## src/rtl/fcg_pkg.sv

```systemverilog
package fcg_pkg;

    // Width of the phase accumulator and the frequency word.
    localparam int unsigned ACC_W = 16;
    // Width of the reference-rate select.
    localparam int unsigned SEL_W = 3;
    // The prescale counter needs one bit per possible power-of-two step.
    localparam int unsigned PRE_W = (1 << SEL_W) - 1;

    typedef logic [ACC_W-1:0] word_t;
    typedef logic [SEL_W-1:0] sel_t;
    typedef logic [PRE_W-1:0] pre_t;

    // Settings held by the register stage.
    typedef struct packed {
        logic  run;
        sel_t  sel;
        word_t freq;
    } cfg_t;

    localparam cfg_t CFG_RESET = '{run: 1'b0, sel: '0, freq: '0};

    // Low-order mask with sel ones: the prescaler fires when the counter's
    // masked bits are all ones, which yields one pulse per 2^sel cycles.
    function automatic pre_t rate_mask(input sel_t sel);
        pre_t m;
        for (int i = 0; i < int'(PRE_W); i++) begin
            m[i] = (i < int'(sel));
        end
        return m;
    endfunction

endpackage

```

## src/rtl/fcg_cfg_reg.sv

```systemverilog
module fcg_cfg_reg
    import fcg_pkg::*;
(
    input  logic  clk,
    input  logic  rst,
    input  logic  wr_en,
    input  word_t wr_freq,
    input  sel_t  wr_sel,
    input  logic  off_req,
    output cfg_t  cfg
);

    cfg_t cfg_q;
    cfg_t cfg_d;

    always_comb begin
        cfg_d = cfg_q;
        if (off_req) begin
            // Stop dominates; settings are kept for readback.
            cfg_d.run = 1'b0;
        end else if (wr_en) begin
            cfg_d.run  = 1'b1;
            cfg_d.freq = wr_freq;
            cfg_d.sel  = wr_sel;
        end
    end

    always_ff @(posedge clk) begin
        if (rst) begin
            cfg_q <= CFG_RESET;
        end else begin
            cfg_q <= cfg_d;
        end
    end

    assign cfg = cfg_q;

endmodule

```

## src/rtl/fcg_prescaler.sv

```systemverilog
module fcg_prescaler
    import fcg_pkg::*;
(
    input  logic clk,
    input  logic rst,
    input  logic clear,
    input  sel_t sel,
    output logic tick
);

    pre_t cnt_q;
    pre_t mask;

    always_comb begin
        mask = rate_mask(sel);
    end

    always_ff @(posedge clk) begin
        if (rst || clear) begin
            cnt_q <= '0;
        end else begin
            cnt_q <= cnt_q + pre_t'(1);
        end
    end

    // Fires on the last cycle of each 2^sel window of the free count.
    assign tick = !clear && ((cnt_q & mask) == mask);

endmodule

```

## src/rtl/fcg_phase_acc.sv

```systemverilog
module fcg_phase_acc
    import fcg_pkg::*;
(
    input  logic  clk,
    input  logic  rst,
    input  logic  clear,
    input  logic  tick,
    input  word_t step,
    output word_t acc
);

    word_t acc_q;

    always_ff @(posedge clk) begin
        if (rst || clear) begin
            acc_q <= '0;
        end else if (tick) begin
            acc_q <= acc_q + step;
        end
    end

    assign acc = acc_q;

endmodule

```

## src/rtl/fcg_top.sv

```systemverilog
module fcg_top
    import fcg_pkg::*;
(
    input  logic              clk,
    input  logic              rst,
    input  logic              wr_en,
    input  logic [ACC_W-1:0]  wr_freq,
    input  logic [SEL_W-1:0]  wr_sel,
    input  logic              off_req,
    input  logic              pin_clk_mode,
    output logic [ACC_W-1:0]  rd_freq,
    output logic [SEL_W-1:0]  rd_sel,
    output logic              rd_on,
    output logic              clk_out
);

    cfg_t  cfg;
    logic  clear;
    logic  tick;
    word_t acc_q;

    fcg_cfg_reg u_cfg (
        .clk     (clk),
        .rst     (rst),
        .wr_en   (wr_en),
        .wr_freq (wr_freq),
        .wr_sel  (wr_sel),
        .off_req (off_req),
        .cfg     (cfg)
    );

    // Clear while stopped and at the stopping edge itself.
    assign clear = off_req || !cfg.run;

    fcg_prescaler u_pre (
        .clk   (clk),
        .rst   (rst),
        .clear (clear),
        .sel   (cfg.sel),
        .tick  (tick)
    );

    fcg_phase_acc u_acc (
        .clk   (clk),
        .rst   (rst),
        .clear (clear),
        .tick  (tick),
        .step  (cfg.freq),
        .acc   (acc_q)
    );

    assign rd_freq = cfg.freq;
    assign rd_sel  = cfg.sel;
    assign rd_on   = cfg.run;
    assign clk_out = acc_q[ACC_W-1] && pin_clk_mode;

endmodule

```

## config.mk

```make
export PLATFORM = sky130hd
export DESIGN_NAME = fcg_top
export DESIGN_NICKNAME = d
export VERILOG_FILES = /design/src/rtl/fcg_pkg.sv /design/src/rtl/fcg_cfg_reg.sv /design/src/rtl/fcg_prescaler.sv /design/src/rtl/fcg_phase_acc.sv /design/src/rtl/fcg_top.sv
export SDC_FILE = /design/constraint.sdc
export NUM_CORES = 1
export LEC_CHECK = 0
export BUFFER_PORTS_ARGS = -buffer_cell sky130_fd_sc_hd__buf_2
export CAP_MARGIN = 20
export CORE_MARGIN = 2
export CORE_UTILIZATION = 59
export DETAILED_ROUTE_END_ITERATION = 7
export GPL_TIMING_DRIVEN = 0
export PLACE_DENSITY = 0.95
export SLEW_MARGIN = 20
export SYNTH_ARGS = -nofsm -noshare
export SYNTH_HDL_FRONTEND = slang
export SYNTH_SLANG_ARGS = --single-unit
```

## constraint.sdc

```tcl
create_clock -name clk -period 5 [get_ports clk]
set_input_delay 0.75 -clock clk [delete_from_list [all_inputs] [get_ports clk]]
set_output_delay 0.75 -clock clk [all_outputs]
set_load 0.02 [all_outputs]
```

=== Word-level counts from Yosys, hierarchy flattened ===
Cells that the tools add are included.

* Register bits: 43
* Input bits: 24
* Output and inout port bits: 21
* Word-level logic and storage cells: 25

* Add/subtract/negate cells: 2
* Order comparisons: 7
* Eq/ne operators: 1
* Bitwise operators: 2
* Reduce and logical (&&, ||, !) cells: 8

{| class="wikitable"
|+ Operator list
! kind !! count
|-
| $add A16 B16 Y16 || 1
|-
| $lt A3 B3 Y1 const A || 3
|-
| $add A7 B1 Y7 const B || 1
|-
| $and A7 B7 Y7 || 1
|-
| $eq A7 B7 Y1 || 1
|-
| $lt A1 B3 Y1 const A || 2
|-
| $lt A2 B3 Y1 const A || 2
|-
| $logic_and A1 B1 Y1 || 2
|-
| $logic_not A1 Y1 || 2
|-
| $logic_or A1 B1 Y1 || 2
|-
| $reduce_and A2 Y1 || 1
|-
| $reduce_or A2 Y1 || 1
|-
| $not A1 Y1 || 1
|}

=== Longest topological paths before layout ===
Gate-level depths: netlist of run 1.

* Word-level depth: 4
* Mapped depth: 8
* Mapped depth without buffers: 8

=== Modules after synthesis ===
Synthesis of run 1 repeated with hierarchy kept, for this count alone.

* Cells, all modules: 284
* Area total of the unflattened synthesis: 2,620.0 um^2

{| class="wikitable"
|+ By module, submodules not included
! module !! times used !! cells each !! area each (um^2) !! seq. area each (um^2)
|-
| fcg_phase_acc || 1 || 154 || 1,330.0 || 320.3
|-
| fcg_cfg_reg || 1 || 90 || 958.4 || 400.4
|-
| fcg_prescaler || 1 || 38 || 319.1 || 140.1
|-
| fcg_top || 1 || 2 || 12.5 || 0.0
|}

=== Worst setup path after synthesis of run 1 ===
Ideal clock, no wire load.

* Path type: in2reg
* Start: input port off_req
* End: register u_acc.acc_q[9], in the netlist u_acc.acc[9]
* Library setup time: 0.062 ns
* Data arrival time: 2.162 ns
* Data required time: 4.938 ns
* Setup slack: 2.776 ns
* Cell stages on the path: 6
* Buffers on the path: 1
* Path through: or2b_1 > a221o_1 > or2_1 > buf_6 > or4_1 > nand3_1

* Longest elaborated chain between the ends: 3
* Elaborated cells on any way between the ends: 4
* Classes of those cells: reduce/logical (4)

{| class="wikitable"
|+ Ends and longest elaborated chain
! what !! line !! source
|-
| from (decl) || fcg_top.sv:9 || <nowiki>input logic off_req,</nowiki>
|-
| $logic_or A1 B1 Y1 * || fcg_top.sv:33 || <nowiki>assign clear = off_req || !cfg.run;</nowiki>
|-
| $logic_not A1 Y1 || fcg_prescaler.sv:27 || <nowiki>assign tick = !clear && ((cnt_q & mask) == mask);</nowiki>
|-
| $logic_and A1 B1 Y1 || fcg_prescaler.sv:27 ||
|-
| to (signal assigned) || fcg_phase_acc.sv:18 || <nowiki>acc_q <= acc_q + step;</nowiki>
|-
| to (decl) || fcg_phase_acc.sv:12 || <nowiki>word_t acc_q;</nowiki>
|}

Mark *: on every way between the ends. The rest lies on a longest branch, timed or not.
A chain may end at the register's enable or synchronous reset.

=== Worst setup path after layout of run 1 ===
* Start: input port off_req
* End: register u_acc.acc_q[4], in the netlist u_acc.acc[4]

Same word-level chain as after synthesis.

==> results.md, run 1 <==
* Outcome: finished, final reports clean
* Lkg Pwr at ~1.2 nW
* Postcts setup bufs at 0
* # setup viols final at 0
* Worst setup path category: in -> reg
* Critical path fanouts, max at 10
* DR pass1 iterations at 4
* Crit start category: input port
* H-tree depth at 2
* Final hold violations at 0
* Final Skew at roughly 0.0073 ns
* Mean post-synth cell area at 8.059 sq um
* Power Dens Cells at around 240 mW/mm^2
* Rel. slew slack at 63.01%
* Total of max-cap violations at 0
* Largest area contributor in the netlist: dfxtp_1
* FP Rows at 22
* Top post-synthesis cells by area: dfxtp_1, nand2_1, a21oi_1
* Global Route Usage Sum at a little over a quarter
* Vias in the first global route at ~2200
* Routed length per placed instance at between 10 and 15 um
* IO Port Bufs at 44
* Detail Placement HPWL at 3985 um
* Hold_sp: u_acc.acc[5]$_SDFFE_PP0P_
* Top FF cell, synth: dfxtp_1
* Largest net degree at the start of global routing at 14
* # IOs at 45
* RSZ-0062 raised after global routing: no
* Worst reg-to-reg setup slack at 2.84 ns
* Synthesized cell area at roughly 0.0023 sq mm
* F_max at 457.7 MHz
* Root Driver: clkbuf_8
* Antenna Cells at 0
* Crit path max-delay cell type: nor2_1
* Register bit total from synthesis at between 40 and 50
* Crit path cell chain: buf_2 > or2b_1 > a221o_1 > nor2_1 > clkbuf_8 > nand2_1 > a21oi_1
* Vias per std cell at about 5.8
* Clock-pin slew on the worst setup and hold paths at ~0.080 ns
* Yosys warns at 0
* CP peak stage delay at ~0.47 ns
* Worst Hold Path Cells at 2
* P&R area growth vs syn at 15.74%
* Crit path capture type: flip-flop
* Final TNS setup at 0 ns
* WP buf/inv at 2
* Antenna Nets Post-Route at 0
* Global-route wire length before repair at 9259 um
* Die X at about 67 um
* Async SR Flop Fraction at 0%
* Worst EP arrival at between 2 and 2.5 ns
* Initial antenna violation count at 0
* Cts bufs inserted at 5
* Die ar. at 0.004452 sq mm
* Clk_lat worst skew at ~0.30 ns
* Share of cells above drive strength 1 at between 15 and 20%
* Worst r2r dst: u_acc.acc[15]$_SDFFE_PP0P_
* Wirelength, routed at 5479 um
* Post-cts resize count at 0
* Die H at 66.72 um
* Hold Path Class: reg -> reg
* Starting Density at 62.46%
* GP Congestion at between 0.9 and 1
* Clock Path Buffers at 2
* Post-synthesis sequential area ratio at between 30% and 40%
* Count of pins over their slew limit at 0
* Req. time, crit path at ~5.2 ns
* Synth top area share at a little under two fifths
* Leading cell type in the layout, fill and taps excluded: nand2_1
* Gr ovfl total at 0
* FF-to-FF Start: u_cfg.cfg[8]$_SDFFE_PP0P_
* Initial DRC count at between 100 and 150
* Number of hold buffers added after cts at 0
* Post-synth EDFFs at 0
* CTS tree: built
* Area of the core at around 0.0037 sq mm
* Peak VDD IR at 0.0002034 V
* Via count at between 2000 and 2500
* Endpoint of the worst hold path: u_acc.acc[5]$_SDFFE_PP0P_
* DRC violations left at 0
* Sink Count at 43
* Final Cycle Share at about 44%
* Nets at 380
* Final hold slack at approximately 0.46 ns
* Post-Syn Nets at around 330
* Leading cell types in the layout, fill and taps excluded: nand2_1, buf_2, dfxtp_1
* Min Tclk post-route at approximately 2.2 ns
* Synthesized instance count at 288
* CP delay by family, top: simple AND/OR/NAND/NOR gates
* Crit path launch: off_req
* Least-Margin Pin Slew at between 0.5 and 0.6 ns
* R2R cell count at 7
* Yosys cell types at 45
==> power breakdown <==
part	internal (mW)	switching [mW]
logic	0.0263	0.0416
clock network	0.0976	0.120
registers	0.350	0.00734
==> logic make-up (layout without fill, tap and decap cells) <==
| family | after synthesis | in the layout | share of synthesized area (%) |
|---|---|---|---|
| xor gates and xnor gates | 11 | 11 | 4.151 |
| muxes | 3 | 3 | 1.294 |
| AOI/OAI and AO/OA | 79 | 79 | 20.38 |
| adders and majority gates | 17 | 17 | 9.488 |
| buffers and inverters | 17 | 69 | 3.989 |
| DFF | 43 | 43 | 37.09 |
| and+or+nand+nor | 118 | 118 | 23.61 |
==> stage by stage <==
step           cells  area, sq um  utilization [%]  worst slack, ns  total power [mW]
2_1_floorplan    288         2321                -            2.776            0.4057
3_3_place_gp     380         2601            70.00            2.582            0.4291
3_5_place_dp     380         2601            70.00            2.513            0.4324
4_1_cts          388         2686            72.29            2.827            0.6420
5_1_grt          388         2686            72.29            2.678            0.6665
6_report         388         2686            72.29            2.815            0.6423
==> cell usage after synthesis, types with 2 or more instances <==
| cell | number |
|---|---|
| nand3b_1 | 3 |
| nand2b_1 | 3 |
| xnor2_1 | 8 |
| o21a_1 | 2 |
| and3_1 | 5 |
| a31oi_1 | 5 |
| o21ai_0 | 11 |
| nor2_1 | 13 |
| nand4_1 | 3 |
| dfxtp_1 | 43 |
| clkbuf_8 | 2 |
| nor2b_1 | 2 |
| nand3_1 | 11 |
| xor2_1 | 3 |
| nand2_1 | 62 |
| a21oi_1 | 40 |
| clkbuf_1 | 7 |
| ha_1 | 16 |
| and2_1 | 2 |
| a221o_1 | 2 |
| or4_1 | 2 |
| o211ai_1 | 2 |
| a21o_1 | 9 |
| mux2i_1 | 3 |
| nor3_1 | 4 |
| a211oi_1 | 2 |
| inv_1 | 5 |
==> registers in the layout, summed over array words and instances (netlist names) <==
signal / count
u_cfg.cfg: 20
u_acc.acc: 16
u_pre.cnt_q: 7
==> per-layer routing <==
metal	track usage [%]	share of wire [%]
met1	31.94	43
met2	47.75	49
met3	5.743	5.7
met4	12.76	2.0
met5	0	0
==> how the worst max path moves through the flow <==
| stage | to | cells after the start |
|---|---|---|
| 2_1_floorplan | u_acc.acc[9]$_SDFFE_PP0P_ | 6 |
| 3_3_place_gp | u_acc.acc[4]$_SDFFE_PP0P_ | 7 |
| 3_5_place_dp | u_acc.acc[4]$_SDFFE_PP0P_ | 7 |
| 4_1_cts | u_acc.acc[4]$_SDFFE_PP0P_ | 7 |
| 5_1_grt | u_acc.acc[15]$_SDFFE_PP0P_ | 7 |
| 6_report | u_acc.acc[4]$_SDFFE_PP0P_ | 7 |
==> layout make-up <==
cell class                 count  area (sq um)
tap                           48         60.06
clock buffer                   6         72.57
inverter                       5         18.77
buffer                        12         73.82
clock inverter                 2         12.51
sequential                    43         860.8
multi-input combinational    228          1368
fill                         294          1030
timing repair buffer          44         220.2
==> worst register-to-register path, stage by stage, from the launching register on <==
cell,delay [ns]
dfxtp_1,0.33
ha_1,0.38
a21oi_1,0.24
o21ai_0,0.17
a221o_1,0.35
a21oi_1,0.17
mux2i_1,0.27
mux2i_1,0.19
Power figures use the tool's default switching activity.
==> run 2: changes to the inputs <==
--- a/config.mk
+++ b/config.mk
@@ -8,10 +8,10 @@
 export BUFFER_PORTS_ARGS = -buffer_cell sky130_fd_sc_hd__buf_2
 export CAP_MARGIN = 20
 export CORE_MARGIN = 2
-export CORE_UTILIZATION = 59
+export CORE_UTILIZATION = 55
 export DETAILED_ROUTE_END_ITERATION = 7
 export GPL_TIMING_DRIVEN = 0
-export PLACE_DENSITY = 0.95
+export PLACE_DENSITY = 0.9
 export SLEW_MARGIN = 20
 export SYNTH_ARGS = -nofsm -noshare
 export SYNTH_HDL_FRONTEND = slang
==> constraint.sdc (replaced) <==
create_clock -name clk -period 2.1 [get_ports clk]
set_input_delay 0.315 -clock clk [delete_from_list [all_inputs] [get_ports clk]]
set_output_delay 0.315 -clock clk [all_outputs]
set_load 0.02 [all_outputs]
==> run 2 against run 1 <==
Register-to-register slack worse by 2.8 ns. Clock power grew to 3.1 times the previous value. Global-route usage is 3.0 points lower. Via count is 0.63% lower. Clock skew is 0.0027 ns lower. Cell count is 0.77% higher. Setup slack worse by 2.8 ns. Sequential share of layout area is 1.2 points lower. Critical path depth stayed put. Highest routed layer unchanged.
==> results.md, run 2 (same netlist as run 1, synthesis figures left out) <==
* Power Dens Cells at 603.8 mW/mm^2 (+150%)
* H-tree depth at 2 (unchanged)
* Sink Count at 43 (unchanged)
* CTS tree: built
* Vias per std cell at 5.685 (-1.4%)
* Nets at 381 (+0.26%)
* Leading cell type in the layout, fill and taps excluded: nand2_1
* Initial antenna violation count at 0 (unchanged)
* Crit start category: flip-flop
* Rel. slew slack at 66.35% (+3.3 points)
* Clock-pin slew on the worst setup and hold paths at 0.08 ns (about the same)
* Clock Path Buffers at 2 (unchanged)
* # setup viols final at 0 (unchanged)
* Detail Placement HPWL at 3893 um (-2.3%)
* DR pass1 iterations at 6 (+2)
* Root Driver: clkbuf_8
* Sw Pwr at 0.4096 mW (+140%)
* GP Congestion at 0.9090 (-3.3%)
* IO Port Bufs at 44 (unchanged)
* Die ar. at 0.004755 sq mm (+6.8%)
* Final Non-Filler Cells at 391 (+0.77%)
* Comb power frac at 9.7% (-0.9 points)
* Largest net degree at the start of global routing at 14 (unchanged)
* Critical path fanouts, max at 4 (-6)
* Share of cells above drive strength 1 at 22.29% (+4.9 points)
* Cts bufs inserted at 5 (unchanged)
* Antenna Nets Post-Route at 0 (unchanged)
* Die X at 68.96 um (+3.4%)
* Final Skew at 0.004594 ns (-0.002719 ns)
* Clk_lat worst skew at 0.30 ns (about the same)
* FP Rows at 23 (+4.5%)
* Area of the core at 0.004029 sq mm (+8.4%)
* Final hold violations at 0 (unchanged)
* Antenna Cells at 0 (unchanged)
* Dpl ws at -0.01056 ns (-2.524 ns)
* Min Tclk post-route at 2.035 ns
* F_max at roughly 490 MHz
* Initial DRC count at 118 (-20%)
* Die H at 68.96 um (+3.4%)
* DRC violations left at 0 (unchanged)
* Global Route Usage Sum at 24.38% (-3.0 points)
* P_int at 1.284 mW (+170%)
* Lkg Pwr at 1.213 nW (+0.86%)
* Number of hold buffers added after cts at 0 (unchanged)
* RSZ-0062 raised after global routing: yes
* Least-Margin Pin Slew at 0.5048 ns (-0.04802 ns)
* Switch share at 24.19% (-2.1 points)
* Leading cell types in the layout, fill and taps excluded: nand2_1, buf_2, dfxtp_1
* Wirelength, routed at 5325 um (-2.8%)
* P&R area growth vs syn at 20.86%
* Via count at 2223 (-0.63%)
* Starting Density at 57.61% (-4.8 points)
* Clock network power share at 40.0% (+6.2 points)
* Hold Path Class: in -> reg
* Global-route wire length before repair at 8569 um (-7.5%)
* Final Cycle Share at ~97%
* Routed length per placed instance at 13.62 um (-3.6%)
* Vias in the first global route at 1960 (-11%)
* Worst EP arrival at 2.29 ns (-0.12 ns)
* Total of max-cap violations at 0 (unchanged)
* Post-route setup slack at 0.06478 ns (-2.750 ns)
* Fill count at 337 (+15%)
* # IOs at 45 (unchanged)
* Placed Cells at 382 (+0.53%)
* Peak VDD IR at 0.0005028 V (+150%)
* Crit path capture type: flip-flop
* Outcome: finished, final reports clean
* Req. time, crit path at 2.35 ns (-2.88 ns)
* Count of pins over their slew limit at 0 (unchanged)
* Max FFs per register at 20 (unchanged)
* Power share of the sequential group at 50.3% (-5.3 points)
* Worst setup path category: reg -> reg
* Gr ovfl total at 0 (unchanged)
==> run 2: changes by cell type in the layout (fill, tap and decap cells not counted), sizes merged <==
cell      previous run  this run
clkinvlp             1         0
bufinv               0         1
buf                 47        48
==> run 2: power by group through the flow <==
stage,clock network (mW),logic [mW],registers (mW)
floorplan,0,0.0784,0.888
global placement,0,0.154,0.868
detailed placement,0,0.158,0.869
CTS,0.687,0.161,0.850
global route,0.724,0.182,0.854
finish,0.678,0.164,0.852
==> run 2: critical path: stages (launching register included) <==
cell,delay [ns]
dfxtp_1,0.33
ha_1,0.38
nand2_1,0.14
a21o_1,0.19
a21oi_1,0.26
a311oi_1,0.17
or4_1,0.42
nand3_1,0.08
==> run 2: path summary, 6_finish.rpt <==
path	to	slack, ns	startpoint	cells past startpoint
max	u_acc.acc[13]$_SDFFE_PP0P_	0.06	u_cfg.cfg[4]$_SDFFE_PP0P_	7
min	u_cfg.cfg[8]$_SDFFE_PP0P_	0.23	wr_freq[8]	3
max reg2reg	u_acc.acc[13]$_SDFFE_PP0P_	0.06	u_cfg.cfg[4]$_SDFFE_PP0P_	7
min reg2reg	u_acc.acc[5]$_SDFFE_PP0P_	0.46	u_acc.acc[5]$_SDFFE_PP0P_	2
==> run 2: layout make-up <==
class                      count  area, sq um  area share (%)
sequential                    43        865.8           30.87
multi-input combinational    228         1439           51.29
buffer                        12        73.82           2.632
clock buffer                   6        82.58           2.944
tap                           50        62.56           2.230
clock inverter                 2        35.03           1.249
timing repair buffer          45        227.7           8.118
inverter                       5        18.77          0.6690
==> run 2: per-stage QoR <==
step | TNS, ns | power (mW) | hold slack [ns] | area, sq um | util [%]
after floorplan | 0 | 0.9659 | 0.4252 | 2321 | -
after global placement | 0 | 1.022 | 0.4432 | 2604 | 64.63
after detailed placement | -0.01056 | 1.027 | 0.4494 | 2604 | 64.63
after CTS | 0 | 1.698 | 0.2280 | 2753 | 68.32
after global routing | -0.03188 | 1.760 | 0.2218 | 2805 | 69.63
final | 0 | 1.694 | 0.2280 | 2805 | 69.63
==> run 2: what timing repair did <==
item                       CTS  global route
setup endpoints to repair    1            15
pin swaps                    0             3
buffers inserted             0             1
resized for setup            4            14
gates cloned                 0             0
==> run 2: metal layers <==
| layer | wire, um | vias to the layer above | track usage, % |
|---|---|---|---|
| met2 | 2600 | 60 | 40.50 |
| met3 | 228 | 8 | 6.331 |
| li1 | - | 1117 | - |
| met1 | 2407 | 1038 | 30.27 |
| met4 | 88 | 0 | 9.069 |
| met5 | 0 | - | 0 |
==> run 3: changes to the inputs <==
--- a/config.mk
+++ b/config.mk
@@ -7,8 +7,10 @@
 export LEC_CHECK = 0
 export BUFFER_PORTS_ARGS = -buffer_cell sky130_fd_sc_hd__buf_2
 export CAP_MARGIN = 20
+export CELL_PAD_IN_SITES_DETAIL_PLACEMENT = 1
+export CELL_PAD_IN_SITES_GLOBAL_PLACEMENT = 1
 export CORE_MARGIN = 2
-export CORE_UTILIZATION = 55
+export CORE_UTILIZATION = 40
 export DETAILED_ROUTE_END_ITERATION = 7
 export GPL_TIMING_DRIVEN = 0
 export PLACE_DENSITY = 0.9
==> run 3 against run 2 <==
Cell count rose by 6.9%. Critical path type unchanged. Sequential share of layout area fell by 0.29 points. First-iteration DRC count shrank 5.9%. Critical endpoint is now u_acc.acc[9]$_SDFFE_PP0P_. Sequential power about the same. Combinational power up 3%. Design area grew 1.5%. Sequential cell count unchanged.
==> results.md, run 3 (same netlist as run 1, synthesis figures left out) <==
* Die ar. at 0.006428 sq mm (+35%)
* H-tree depth at 2 (unchanged)
* IO Port Bufs at 44 (unchanged)
* Final hold violations at 0 (unchanged)
* Vias in the first global route at 2376 (+21%)
* Area occupied by multi-input gates at 0.001434 sq mm (-0.35%)
* Wirelength, routed at 6724 um (+26%)
* DRC violations left at 0 (unchanged)
* FP Rows at 27 (+17%)
* Worst EP arrival at 2.25 ns (-0.04 ns)
* Max FFs per register at 20 (unchanged)
* Power Dens Cells at 549.9 mW/mm^2 (-8.9%)
* Area of the core at 0.005540 sq mm (+38%)
* Hold_sp: wr_en
* CTS tree: built
* CP delay by family, top: simple AND/OR/NAND/NOR gates
* Sequential cell area at 870.8 sq um (+0.58%)
* Total of max-cap violations at 0 (unchanged)
* Req. time, crit path at 2.34 ns (about the same)
* Global-route wire length before repair at 11010 um (+28%)
* Lkg Pwr at 1.236 nW (+1.9%)
* Endpoint of the worst hold path: u_cfg.cfg[19]$_SDFFE_PP0P_
* Crit path launch: u_cfg.cfg[19]$_SDFFE_PP0P_
* Least-Margin Pin Slew at 0.5777 ns (+0.07286 ns)
* Routed length per placed instance at 16.09 um (+18%)
* Cts bufs inserted at 5 (unchanged)
* R2R cell count at 6 (-1)
* Count of pins over their slew limit at 0 (unchanged)
* Peak VDD IR at 0.0002726 V (-46%)
* GP Congestion at 0.8508 (-6.4%)
* FF-to-FF Start: u_cfg.cfg[19]$_SDFFE_PP0P_
* Share of cells above drive strength 1 at 25.14% (+2.9 points)
* P&R area growth vs syn at 22.70%
* Critical path fanouts, max at 9 (+5)
* Die H at 80.18 um (+16%)
* Via count at 2306 (+3.7%)
* Clk_lat worst skew at 0.30 ns (about the same)
* Met2 Resource Use GR at 38.75% (-1.8 points)
* Initial DRC count at 111 (-5.9%)
* Number of hold buffers added after cts at 0 (unchanged)
* Global Route Usage Sum at 21.71% (-2.7 points)
* Routing usage on met3 at 3.258% (-3.1 points)
* Leading cell types in the layout, fill and taps excluded: nand2_1, buf_2, dfxtp_1
* Rel. slew slack at 61.49% (-4.9 points)
* # IOs at 45 (unchanged)
* Largest net degree at the start of global routing at 13 (-1)
* Gr ovfl total at 0 (unchanged)
* Vias per std cell at 5.517 (-3.0%)
* Fill count at 712 (+110%)
* Detail Placement HPWL at 4877 um (+25%)
* Final TNS setup at 0 ns (unchanged)
* Antenna Cells at 0 (unchanged)
* CP peak stage delay at 0.46 ns (+0.04 ns)
* Antenna Nets Post-Route at 0 (unchanged)
* Final Skew at 0.003292 ns (-0.001302 ns)
* Initial antenna violation count at 0 (unchanged)
* Worst reg-to-reg setup slack at 0.09 ns (+0.02 ns)
* DR pass1 iterations at 4 (-2)
* Outcome: finished, final reports clean
* WP depth at 6 (-1)
* F_max at 497.4 MHz (+1.2%)
* Die X at 80.18 um (+16%)
* Nets at 387 (+1.6%)
* Final Cycle Share at 95.74% (-1.2 points)
* Crit path max-delay cell type: or4_1
* Hold Path Class: in -> reg
* Clock Path Buffers at 2 (unchanged)
* Starting Density at 41.89% (-16 points)
* Crit path capture type: flip-flop
* Sink Count at 43 (unchanged)
* Root Driver: clkbuf_8
* WP buf/inv at 1 (+1)
* GRT busiest layer: met2
* Min Tclk post-route at 2.011 ns (-0.02458 ns)
* Util after Layout at 51.40% (-18 points)
* Worst r2r dst: u_acc.acc[9]$_SDFFE_PP0P_
* Crit start category: flip-flop
* Clock-pin slew on the worst setup and hold paths at 0.08 ns (about the same)
* # setup viols final at 0 (unchanged)
* Worst setup path category: reg -> reg
* GR Util met1 at 26.63% (-3.6 points)
* Leading cell type in the layout, fill and taps excluded: nand2_1
* Worst Hold Path Cells at 2 (-1)
* Crit path cell chain: or2b_1 > a221o_1 > or2_1 > buf_6 > or4_1 > nand3_1
[run 3: layout make-up]
| class | instances | share of cell area (%) |
|---|---|---|
| Multi-Input combinational cell | 228 | 50.35 |
| Tap cell | 72 | 3.163 |
| Inverter | 5 | 0.6591 |
| Clock buffer | 6 | 2.900 |
| Sequential cell | 43 | 30.58 |
| Timing Repair Buffer | 51 | 9.578 |
| Buffer | 12 | 2.592 |
| Clock inverter | 1 | 0.1757 |
[run 3: worst register-to-register path, cell delays in order (launching register included)]
cell and delay (ns):
dfxtp_1 0.41, or2b_1 0.25, a221o_1 0.34, or2_1 0.25, buf_6 0.14, or4_1 0.47
nand3_1 0.10
[run 3: per-stage QoR]
stage | power [mW] | instances | instance area [sq um] | hold WS, ns | worst slack (ns)
after floorplan | 0.9659 | 288 | 2321 | 0.4252 | 0.06749
after global placement | 1.026 | 404 | 2631 | 0.4432 | 0.02631
after detailed placement | 1.034 | 404 | 2631 | 0.4506 | -0.05721
after CTS | 1.576 | 411 | 2740 | 0.2407 | 0.005877
after global routing | 1.634 | 418 | 2848 | 0.2525 | -0.05661
final | 1.566 | 418 | 2848 | 0.2430 | 0.08936
[run 3: worst max path at each step]
stage,end,slack [ns]
after floorplan,u_acc.acc[15]$_SDFFE_PP0P_,0.07
after global placement,u_acc.acc[15]$_SDFFE_PP0P_,0.03
after detailed placement,u_acc.acc[3]$_SDFFE_PP0P_,-0.06
after CTS,u_acc.acc[15]$_SDFFE_PP0P_,0.006
after global routing,u_acc.acc[8]$_SDFFE_PP0P_,-0.06
final,u_acc.acc[9]$_SDFFE_PP0P_,0.09
[run 3: routing by layer]
layer / share of wire, % / wire length [um]
met4: 1.4 / 91
met2: 51 / 3428
met3: 2.7 / 180
met1: 45 / 3024
met5: 0 / 0
[run 3: power by group]
| group | leakage (nW) | total, mW | internal [mW] | switching [mW] |
|---|---|---|---|---|
| Combinational | 0.837 | 0.169 | 0.0658 | 0.103 |
| Sequential | 0.352 | 0.850 | 0.832 | 0.0180 |
| Clock | 0.0470 | 0.547 | 0.259 | 0.288 |
| Total | 1.24 | 1.57 | 1.16 | 0.410 |
[run 3: timing repair]
item | 4_1_cts | 5_1_grt
gates cloned | 0 | 0
setup endpoints to repair | 11 | 7
gates resized for setup | 8 | 17
endpoints found under the hold margin | 0 | 0
setup buffers | 0 | 7
pin swaps | 0 | 8
